`config.mk`:
```
export PLATFORM = sky130hd
export DESIGN_NAME = alc_step_sched
export DESIGN_NICKNAME = d
export VERILOG_FILES = /design/src/rtl/alc_sched_pkg.sv /design/src/rtl/alc_code_watch.sv /design/src/rtl/alc_step_counter.sv /design/src/rtl/alc_step_sched.sv
export SDC_FILE = /design/constraint.sdc
export NUM_CORES = 1
export LEC_CHECK = 0
export BUFFER_PORTS_ARGS = -buffer_cell sky130_fd_sc_hd__buf_2
export CAP_MARGIN = 20
export CORE_MARGIN = 2
export CORE_UTILIZATION = 46
export CTS_CLUSTER_SIZE = 8
export DETAILED_ROUTE_END_ITERATION = 7
export GPL_TIMING_DRIVEN = 1
export HOLD_SLACK_MARGIN = 0.1
export SYNTH_ARGS = -nofsm -noshare
export SYNTH_HDL_FRONTEND = slang
export SYNTH_SLANG_ARGS = --single-unit
export TNS_END_PERCENT = 30
```
`constraint.sdc`:
```
create_clock -name clk_i -period 3.1 [get_ports clk_i]
set_input_delay 0.62 -clock clk_i [delete_from_list [all_inputs] [get_ports clk_i]]
set_output_delay 0.62 -clock clk_i [all_outputs]
set_load 0.01 [all_outputs]
```
`src/rtl/alc_sched_pkg.sv`:
```
package alc_sched_pkg;
  localparam int CODE_W = 2;
  localparam int MAX_SH = (1 << CODE_W) - 1;

  typedef logic [CODE_W-1:0] code_t;

  typedef enum logic {
    FADE_IN  = 1'b0,
    FADE_OUT = 1'b1
  } fade_dir_e;
endpackage

```
`src/rtl/alc_code_watch.sv`:
```
module alc_code_watch #(
  parameter int W = 2
) (
  input  logic         clk_i,
  input  logic         rst_ni,
  input  logic [W-1:0] code_i,
  output logic         chg_o
);
  logic [W-1:0] prev_q;

  always_ff @(posedge clk_i or negedge rst_ni) begin
    if (!rst_ni) prev_q <= '0;
    else         prev_q <= code_i;
  end

  assign chg_o = (code_i != prev_q);
endmodule

```
`src/rtl/alc_step_counter.sv`:
```
module alc_step_counter #(
  parameter int CNT_W = 3
) (
  input  logic             clk_i,
  input  logic             rst_ni,
  input  logic             tick_i,
  input  logic             run_i,
  input  logic             restart_i,
  input  logic [CNT_W-1:0] last_i,
  output logic             step_o
);
  logic [CNT_W-1:0] cnt_q;
  logic             step_q;

  always_ff @(posedge clk_i or negedge rst_ni) begin
    if (!rst_ni) begin
      cnt_q  <= '0;
      step_q <= 1'b0;
    end else if (!run_i || restart_i) begin
      cnt_q  <= '0;
      step_q <= 1'b0;
    end else if (tick_i) begin
      if (cnt_q == last_i) begin
        cnt_q  <= '0;
        step_q <= 1'b1;
      end else begin
        cnt_q  <= cnt_q + 1'b1;
        step_q <= 1'b0;
      end
    end else begin
      step_q <= 1'b0;
    end
  end

  assign step_o = step_q;

  AST_CNT_BOUND: assert property (@(posedge clk_i) disable iff (!rst_ni)
    (run_i && !restart_i) |-> (cnt_q <= last_i));
  AST_STEP_AFTER_TICK: assert property (@(posedge clk_i) disable iff (!rst_ni)
    step_o |-> $past(tick_i && run_i && !restart_i));
endmodule

```
`src/rtl/alc_step_sched.sv`:
```
module alc_step_sched
  import alc_sched_pkg::*;
#(
  parameter int BASE_LOG2 = 9
) (
  input  logic        clk_i,
  input  logic        rst_ni,
  input  logic        fs_tick_i,
  input  logic        half_tick_i,
  input  logic        zc_off_i,
  input  logic [1:0]  lim_code_i,
  input  logic [1:0]  wait_code_i,
  input  logic [1:0]  fade_code_i,
  input  logic        over_i,
  input  logic        fade_in_i,
  input  logic        fade_out_i,
  output logic        lim_step_o,
  output logic        rec_step_o,
  output logic        fade_step_o,
  output logic        fade_dir_o
);
  localparam int LIM_W = MAX_SH;
  localparam int LONG_W = BASE_LOG2 + MAX_SH;

  code_t            lim_eff;
  logic [LIM_W-1:0] lim_last;
  logic [LONG_W-1:0] rec_last, fade_last;
  logic             lim_chg, rec_chg, fade_chg;
  logic             fade_req;
  fade_dir_e        dir_q;

  // half-sample limiter period only without zero-crossing detection
  always_comb begin
    lim_eff = code_t'(lim_code_i);
    if (!zc_off_i && lim_code_i == '0) lim_eff = code_t'(1);
  end

  assign lim_last  = {LIM_W{1'b1}} >> (code_t'(MAX_SH) - lim_eff);
  assign rec_last  = {LONG_W{1'b1}} >> (code_t'(MAX_SH) - code_t'(wait_code_i));
  assign fade_last = {LONG_W{1'b1}} >> (code_t'(MAX_SH) - code_t'(fade_code_i));
  assign fade_req  = fade_in_i | fade_out_i;

  alc_code_watch #(.W(CODE_W + 1)) u_lim_watch (
    .clk_i, .rst_ni, .code_i({zc_off_i, lim_code_i}), .chg_o(lim_chg));
  alc_code_watch #(.W(CODE_W)) u_rec_watch (
    .clk_i, .rst_ni, .code_i(wait_code_i), .chg_o(rec_chg));
  alc_code_watch #(.W(CODE_W)) u_fade_watch (
    .clk_i, .rst_ni, .code_i(fade_code_i), .chg_o(fade_chg));

  alc_step_counter #(.CNT_W(LIM_W)) u_lim_cnt (
    .clk_i, .rst_ni, .tick_i(half_tick_i), .run_i(over_i),
    .restart_i(lim_chg), .last_i(lim_last), .step_o(lim_step_o));

  // held cleared while above threshold; limiter steps only happen then
  alc_step_counter #(.CNT_W(LONG_W)) u_rec_cnt (
    .clk_i, .rst_ni, .tick_i(fs_tick_i), .run_i(!over_i),
    .restart_i(rec_chg), .last_i(rec_last), .step_o(rec_step_o));

  alc_step_counter #(.CNT_W(LONG_W)) u_fade_cnt (
    .clk_i, .rst_ni, .tick_i(fs_tick_i), .run_i(fade_req),
    .restart_i(fade_chg), .last_i(fade_last), .step_o(fade_step_o));

  always_ff @(posedge clk_i or negedge rst_ni) begin
    if (!rst_ni)         dir_q <= FADE_IN;
    else if (fade_out_i) dir_q <= FADE_OUT;
    else                 dir_q <= FADE_IN;
  end

  assign fade_dir_o = dir_q;

  AST_NO_REC_WHEN_OVER: assert property (@(posedge clk_i) disable iff (!rst_ni)
    over_i |=> !rec_step_o);
  AST_LIM_ONLY_OVER: assert property (@(posedge clk_i) disable iff (!rst_ni)
    !over_i |=> !lim_step_o);
  AST_NO_FADE_IDLE: assert property (@(posedge clk_i) disable iff (!rst_ni)
    !(fade_in_i || fade_out_i) |=> !fade_step_o);
  AST_FADE_OUT_WINS: assert property (@(posedge clk_i) disable iff (!rst_ni)
    (fade_out_i && fade_in_i) |=> fade_dir_o);
endmodule

```
==> results by group, run 1 <==
Run status
  – Status: finished, final reports clean

STA
  – Fin. Hold Viols: 0
  – Hold slack: 0.433 ns
  – Setup TNS: 0 ns
  – Post-route minimum period: 1.85 ns
  – F_max: 0.539 GHz
  – Setup-failing EPs final: 0
  – Tcrit/Tclk final: 59.8%
  – Slew headroom: 44.2%
  – Least-Margin Pin Slew: 0.836 ns
  – Clock Skew: 0.00606 ns
  – RSZ-0062 raised after global routing: false
  – Max Slew Vio Count: 0
  – PnR worst setup slack: 1.25 ns

Logic synthesis
  – Adder-cell share of the synthesized area: 1.88%
  – Mux contribution to synthesized area: 1.63%
  – Yosys warnings: 0
  – Yosys top cell by area: dfrtp_1
  – Top cells by area, synth: dfrtp_1 (48%), xnor2_1 (4.8%), xor2_1 (4.8%)
  – Post-synthesis average cell area: 10.1 µm²
  – Syn_nets: 214
  – Sequential element share of the synthesized area: 47.7%
  – Count of different cell masters after synthesis: 46
  – Top cell type's share of synthesized area: 47.7%
  – XOR/XNOR Fraction of Synth Area: 9.67%
  – Compound-Gate Fraction of Synth Area: 9.99%
  – Post-Syn Instances: 197
  – Post-Synth Simple-Gate Area: 27.9%
  – Flop and latch count out of synthesis: 38
  – Area of the mapped netlist: 0.00199 mm²
  – Largest family of logic cells by synthesized area: simple AND/OR/NAND/NOR gates

Drt
  – Via count: 1498
  – Routed wire per std cell: 14.0 µm
  – DR DRC count: 0
  – Total Routed Length: 3760 µm
  – Pre-antenna DRT Iters: 4
  – Routed vias/inst: 5.59
  – Initial drt markers: 100
  – Routed Antenna Nets: 0

Floorplanning
  – Die area: 0.00487 mm²
  – Die width: 69.8 µm
  – Rows: 23
  – Initial core utilization: 48.7%
  – # IOs: 18
  – Core Box Area: 0.00409 mm²
  – Die height: 69.8 µm

GRT
  – Initial antenna violation count: 0
  – Vias in the first global route: 1557
  – Overall Global Routing Usage: 17.4%
  – First-pass GRT wire length: 6950 µm
  – Grt total ovfl: 0
  – Largest net degree at the start of global routing: 39

Cells and area
  – Fill cells: 380
  – Synth-to-layout area growth: 10.2%
  – Fin cells: 268
  – Fin area: 0.00220 mm²
  – Fin nets: 235
  – Area taken by multi-input logic gates: 0.00102 mm²
  – N_diodes: 0
  – Layout cells sized above 1: 16.5%
  – Storage element area: 951 µm²

Critical path
  – Critical path type: reg -> reg
  – R2R setup slack: 1.25 ns
  – Critical Path End Type: register
  – WP data required: 3.26 ns
  – Crit start category: register
  – Critical Path AT: 2.01 ns
  – CP max FO: 8

Clocking
  – H-tree levels: 2
  – Worst-path clk slew: 0.07 ns
  – Post_cts resized: 0
  – CTS root buf: clkbuf_8
  – CTS sink count: 38
  – CTS tree: yes
  – Post-CTS Setup Bufs: 0
  – Clk_lat worst skew: 0.28 ns
  – Max clock buf depth: 2
  – Cts hold-fix bufs: 0
  – Number of CTS-inserted buffers: 5

Place
  – Dpl hpwl: 2760 µm
  – Port Buf Inserts: 17
  – Post-DP Area: 0.00212 mm²
  – DP Worst Slack: 1.00 ns
  – Gp weighted congestion: 0.829
  – DP Cell Count: 261

Pwr
  – Clock group share of total power: 35.0%
  – Peak VDD IR: 0.220 mV
  – Sequential share of power: 56.2%
  – Combinational Power Share: 8.8%
  – Leak: 0.901 nW
  – Switching share of power: 24.0%
  – Internal power: 0.685 mW
  – Cell Pwr Density: 410 mW/mm²
  – NetSw: 0.217 mW

Min path
  – Hold Crit Class: in -> async

Job
  – Maxcap violations: 0
[path summary, 6_finish.rpt]
path                                           to  depth (start not counted)                 from
max in group asynchronous     u_fade_cnt.cnt_q[7]                          1               rst_ni
setup reg to reg              u_fade_cnt.cnt_q[5]                          5  u_fade_cnt.cnt_q[9]
min in group clk_i                     fade_dir_o                          1           fade_out_i
hold reg to reg               u_fade_cnt.cnt_q[0]                          1  u_fade_cnt.cnt_q[0]
setup / recovery              u_fade_cnt.cnt_q[5]                          5  u_fade_cnt.cnt_q[9]
hold / removal             u_fade_watch.prev_q[0]                          1               rst_ni
[per-stage QoR]
step / util, % / power, mW
finish: 53.7 / 0.901
global route: 53.7 / 0.943
CTS: 53.7 / 0.915
detailed placement: 51.9 / 0.597
global placement: 51.9 / 0.594
floorplan: - / 0.562
[final cells by class]
cell class / instances / share of cell area [%]
flip-flops and latches: 38 / 43.3
inverters: 1 / 0.171
repair buffers: 17 / 3.87
clock buffers: 7 / 3.48
well taps: 50 / 2.85
multi-input cells: 155 / 46.3
[cell usage in the layout, fill, tap and decap left out, drive strengths merged, types with 2 or more instances in the layout]
cell / netlist / layout
or3: 6 / 6
a31oi: 2 / 2
nand2: 20 / 20
and3: 3 / 3
nor2b: 3 / 3
mux2: 2 / 2
nor3: 11 / 11
or2: 2 / 2
a21oi: 6 / 6
clkbuf: 2 / 7
nand4: 6 / 6
xor2: 11 / 11
dfrtp: 38 / 38
nor4: 4 / 4
o2111ai: 2 / 2
xnor2: 11 / 11
buf: 1 / 17
nor2: 26 / 26
nand3b: 2 / 2
nand3: 11 / 11
o21ai: 9 / 9
ha: 3 / 3
[logic make-up after synthesis]
group	after synthesis
compound gates	27
mux	3
simple gates	100
flops	38
fa+ha+maj	3
xor+xnor	22
buf+inv	4
[power by group through the flow]
stage          clock (mW)  combinational (mW)  sequential (mW)
2_1_floorplan           0              0.0458            0.517
3_3_place_gp            0              0.0780            0.517
3_5_place_dp            0              0.0801            0.517
4_1_cts             0.328              0.0802            0.507
5_1_grt             0.346              0.0892            0.508
6_report            0.315              0.0789            0.507
[flip-flops by register name, summed over array words and instances, names as in the netlist]
signal,count
u_lim_cnt.cnt_q,3
u_rec_cnt.cnt_q,12
fade_dir_o,1
u_fade_watch.prev_q,2
u_rec_cnt.step_o,1
u_lim_cnt.step_o,1
u_rec_watch.prev_q,2
u_fade_cnt.cnt_q,12
u_lim_watch.prev_q,3
u_fade_cnt.step_o,1
[critical path, cell delays in order, from the launching register on]
cell and delay [ns]:
dfrtp_1 0.47, or2_1 0.27, a2111oi_2 0.36, nor2_1 0.16, o31ai_4 0.38, nor2_1 0.10
[synthesized netlist by cell type, drive strengths merged]
cell	n
a2111oi	1
a21oi	6
a22o	1
a31o	1
a31oi	2
a32o	1
and2	1
and3	3
buf	1
clkbuf	2
dfrtp	38
ha	3
inv	1
mux2	2
mux2i	1
nand2	20
nand2b	1
nand3	11
nand3b	2
nand4	6
nand4b	1
nor2	26
nor2b	3
nor3	11
nor3b	1
nor4	4
nor4b	1
o2111ai	2
o21ai	9
o221ai	1
o22ai	1
o31ai	1
o41ai	1
or2	2
or3	6
or4	1
xnor2	11
xor2	11
[metal layers]
| layer | vias to the layer above | part of all wire [%] | GRT usage, % |
|---|---|---|---|
| met5 | - | 0 | 0 |
| met4 | 0 | 1.3 | 6.84 |
| met3 | 7 | 3.9 | 4.22 |
| met2 | 29 | 43 | 25.3 |
| met1 | 716 | 51 | 25.0 |
| li1 | 746 | - | - |
(Power assumes the default switching activity.)
==> inputs of run 2 (changes only) <==
- PLACE_DENSITY: not set -> 0.67
- clock period: 3.1 -> 1.6 ns (I/O delays scaled with it)
==> results by group, run 2 (synthesis results as in run 1) <==
Critical path
  – CP max FO: 3 (-5)
  – Crit start category: register
  – R2R setup slack: -0.09 ns (-1.34 ns)
  – Critical Path AT: 1.87 ns (-0.14 ns)
  – Critical path type: reg -> reg
  – WP data required: 1.78 ns (-1.48 ns)
  – Critical Path End Type: register

Floorplanning
  – # IOs: 18 (unchanged)
  – Initial core utilization: 48.7% (unchanged)
  – Rows: 23 (unchanged)
  – Die width: 69.8 µm (unchanged)
  – Die height: 69.8 µm (unchanged)
  – Die area: 0.00487 mm² (unchanged)
  – Core Box Area: 0.00409 mm² (unchanged)

STA
  – Max Slew Vio Count: 0 (unchanged)
  – RSZ-0062 raised after global routing: true
  – Tcrit/Tclk final: 106% (+46 points)
  – Least-Margin Pin Slew: 0.488 ns (-0.349 ns)
  – Clock Skew: 0.00656 ns (+0.000502 ns)
  – Setup-failing EPs final: 8 (+8)
  – F_max: 0.591 GHz (+9.5%)
  – PnR worst setup slack: -0.0928 ns (-1.34 ns)
  – Slew headroom: 67.2% (+23 points)
  – Fin. Hold Viols: 0 (unchanged)
  – Post-route minimum period: 1.69 ns (-0.161 ns)

Clocking
  – H-tree levels: 2 (unchanged)
  – Number of CTS-inserted buffers: 5 (unchanged)
  – Clk_lat worst skew: 0.30 ns (+0.02 ns)
  – Worst-path clk slew: 0.08 ns (about the same)
  – CTS sink count: 38 (unchanged)
  – CTS tree: yes
  – CTS root buf: clkbuf_8
  – Max clock buf depth: 2 (unchanged)

Pwr
  – Design Power: 2.19 mW (+140%)
  – Leak: 1.10 nW (+22%)
  – Peak VDD IR: 0.647 mV (+190%)
  – Cell Pwr Density: 851 mW/mm² (+110%)

GRT
  – First-pass GRT wire length: 7490 µm (+7.7%)
  – Largest net degree at the start of global routing: 39 (unchanged)
  – Vias in the first global route: 1609 (+3.3%)
  – Initial antenna violation count: 0 (unchanged)
  – Overall Global Routing Usage: 19.3% (+1.9 points)
  – Grt total ovfl: 0 (unchanged)

Drt
  – Routed vias/inst: 5.45 (-2.5%)
  – Initial drt markers: 108 (+8.0%)
  – DR DRC count: 0 (unchanged)
  – Via count: 1629 (+8.7%)
  – Routed wire per std cell: 14.4 µm (+2.9%)
  – Pre-antenna DRT Iters: 4 (unchanged)
  – Total Routed Length: 4320 µm (+15%)
  – Routed Antenna Nets: 0 (unchanged)

Place
  – Dpl hpwl: 2950 µm (+6.8%)
  – Port Buf Inserts: 17 (unchanged)
  – Gp weighted congestion: 0.768 (-7.4%)

Cells and area
  – Top Registers: u_fade_cnt.cnt_q (12), u_rec_cnt.cnt_q (12)
  – Layout cells sized above 1: 30.5% (+14 points)
  – Most frequent cells in the layout: dfrtp_1 (38), buf_4 (27), nor2_1 (24)
  – Fin nets: 265 (+13%)
  – Commonest non-fill, non-tap cell in the layout: dfrtp_1
  – Final Core Density: 63.0% (+9.3 points)
  – Synth-to-layout area growth: 29.3%
  – N_diodes: 0 (unchanged)

Run status
  – Failing checks: negative setup slack
  – Status: complete, but fails checks

Job
  – Maxcap violations: 0 (unchanged)

Min path
  – Hold Crit Class: in -> reg
[run 2: cell count changes in the layout (fill, tap and decap cells not counted), sizes merged]
| cell | change |
|---|---|
| clkbuf | -1 |
| dlygate4sd3 | +1 |
| bufinv | +2 |
| buf | +29 |
[run 2: power by group]
group          switching, mW  total [mW]  internal, mW
registers            0.00828       0.982         0.974
logic                  0.114       0.193        0.0788
clock network          0.351        1.02         0.665
[run 2: routing by layer]
| metal | wire (µm) | vias to the layer above | GRT usage (%) |
|---|---|---|---|
| met5 | 0 | - | 0 |
| met4 | 61 | 0 | 5.77 |
| met1 | 1950 | 791 | 25.6 |
| met2 | 2150 | 29 | 31.4 |
| met3 | 157 | 6 | 4.65 |
| li1 | - | 803 | - |
[run 2: area by class of cell]
type | count | area [µm²]
clock buffer | 6 | 82.6
clock inverter | 2 | 60.1
multi-input combinational | 155 | 1100
fill | 336 | 1510
timing repair buffer | 47 | 320
sequential | 38 | 951
tap | 50 | 62.6
inverter | 1 | 3.75
[run 2: timing repair]
item | in CTS | in global routing
pin swaps | 10 | 3
endpoints found under the setup margin | 11 | 20
setup buffers | 1 | 0
hold endpoints to repair | 38 | 0
cloned | 0 | 0
hold buffers | 1 | 0
gates resized for setup | 8 | 7
[run 2: path summary, 6_finish.rpt]
| kind | start | to | cells after the start |
|---|---|---|---|
| max in group asynchronous | rst_ni | u_fade_watch.prev_q[0] | 3 |
| setup / recovery | u_rec_cnt.cnt_q[10] | u_rec_cnt.cnt_q[0] | 5 |
| min in group asynchronous | rst_ni | u_fade_cnt.cnt_q[6] | 3 |
| hold reg to reg | u_fade_cnt.cnt_q[0] | u_fade_cnt.cnt_q[0] | 1 |
| hold / removal | fade_out_i | fade_dir_o | 1 |
| setup reg to reg | u_rec_cnt.cnt_q[10] | u_rec_cnt.cnt_q[0] | 5 |
[run 2: critical path, cell delays in order, from the launching register on]
cell and delay (ns):
dfrtp_1 0.41, or3_4 0.41, nor3_4 0.16, o2111ai_2 0.16, and3_4 0.18, mux2_2 0.26
[run 2: through the flow]
step / hold slack (ns) / TNS (ns) / area, µm² / setup slack (ns) / std cells
global placement: 0.400 / -0.996 / 2340 / -0.143 / 289
finish: 0.145 / -0.321 / 2580 / -0.0928 / 299
detailed placement: 0.398 / -1.75 / 2340 / -0.179 / 289
CTS: 0.139 / -0.261 / 2540 / -0.0834 / 299
global route: 0.141 / -1.59 / 2580 / -0.169 / 299
floorplan: 0.0244 / -0.0878 / 2000 / -0.0186 / 197
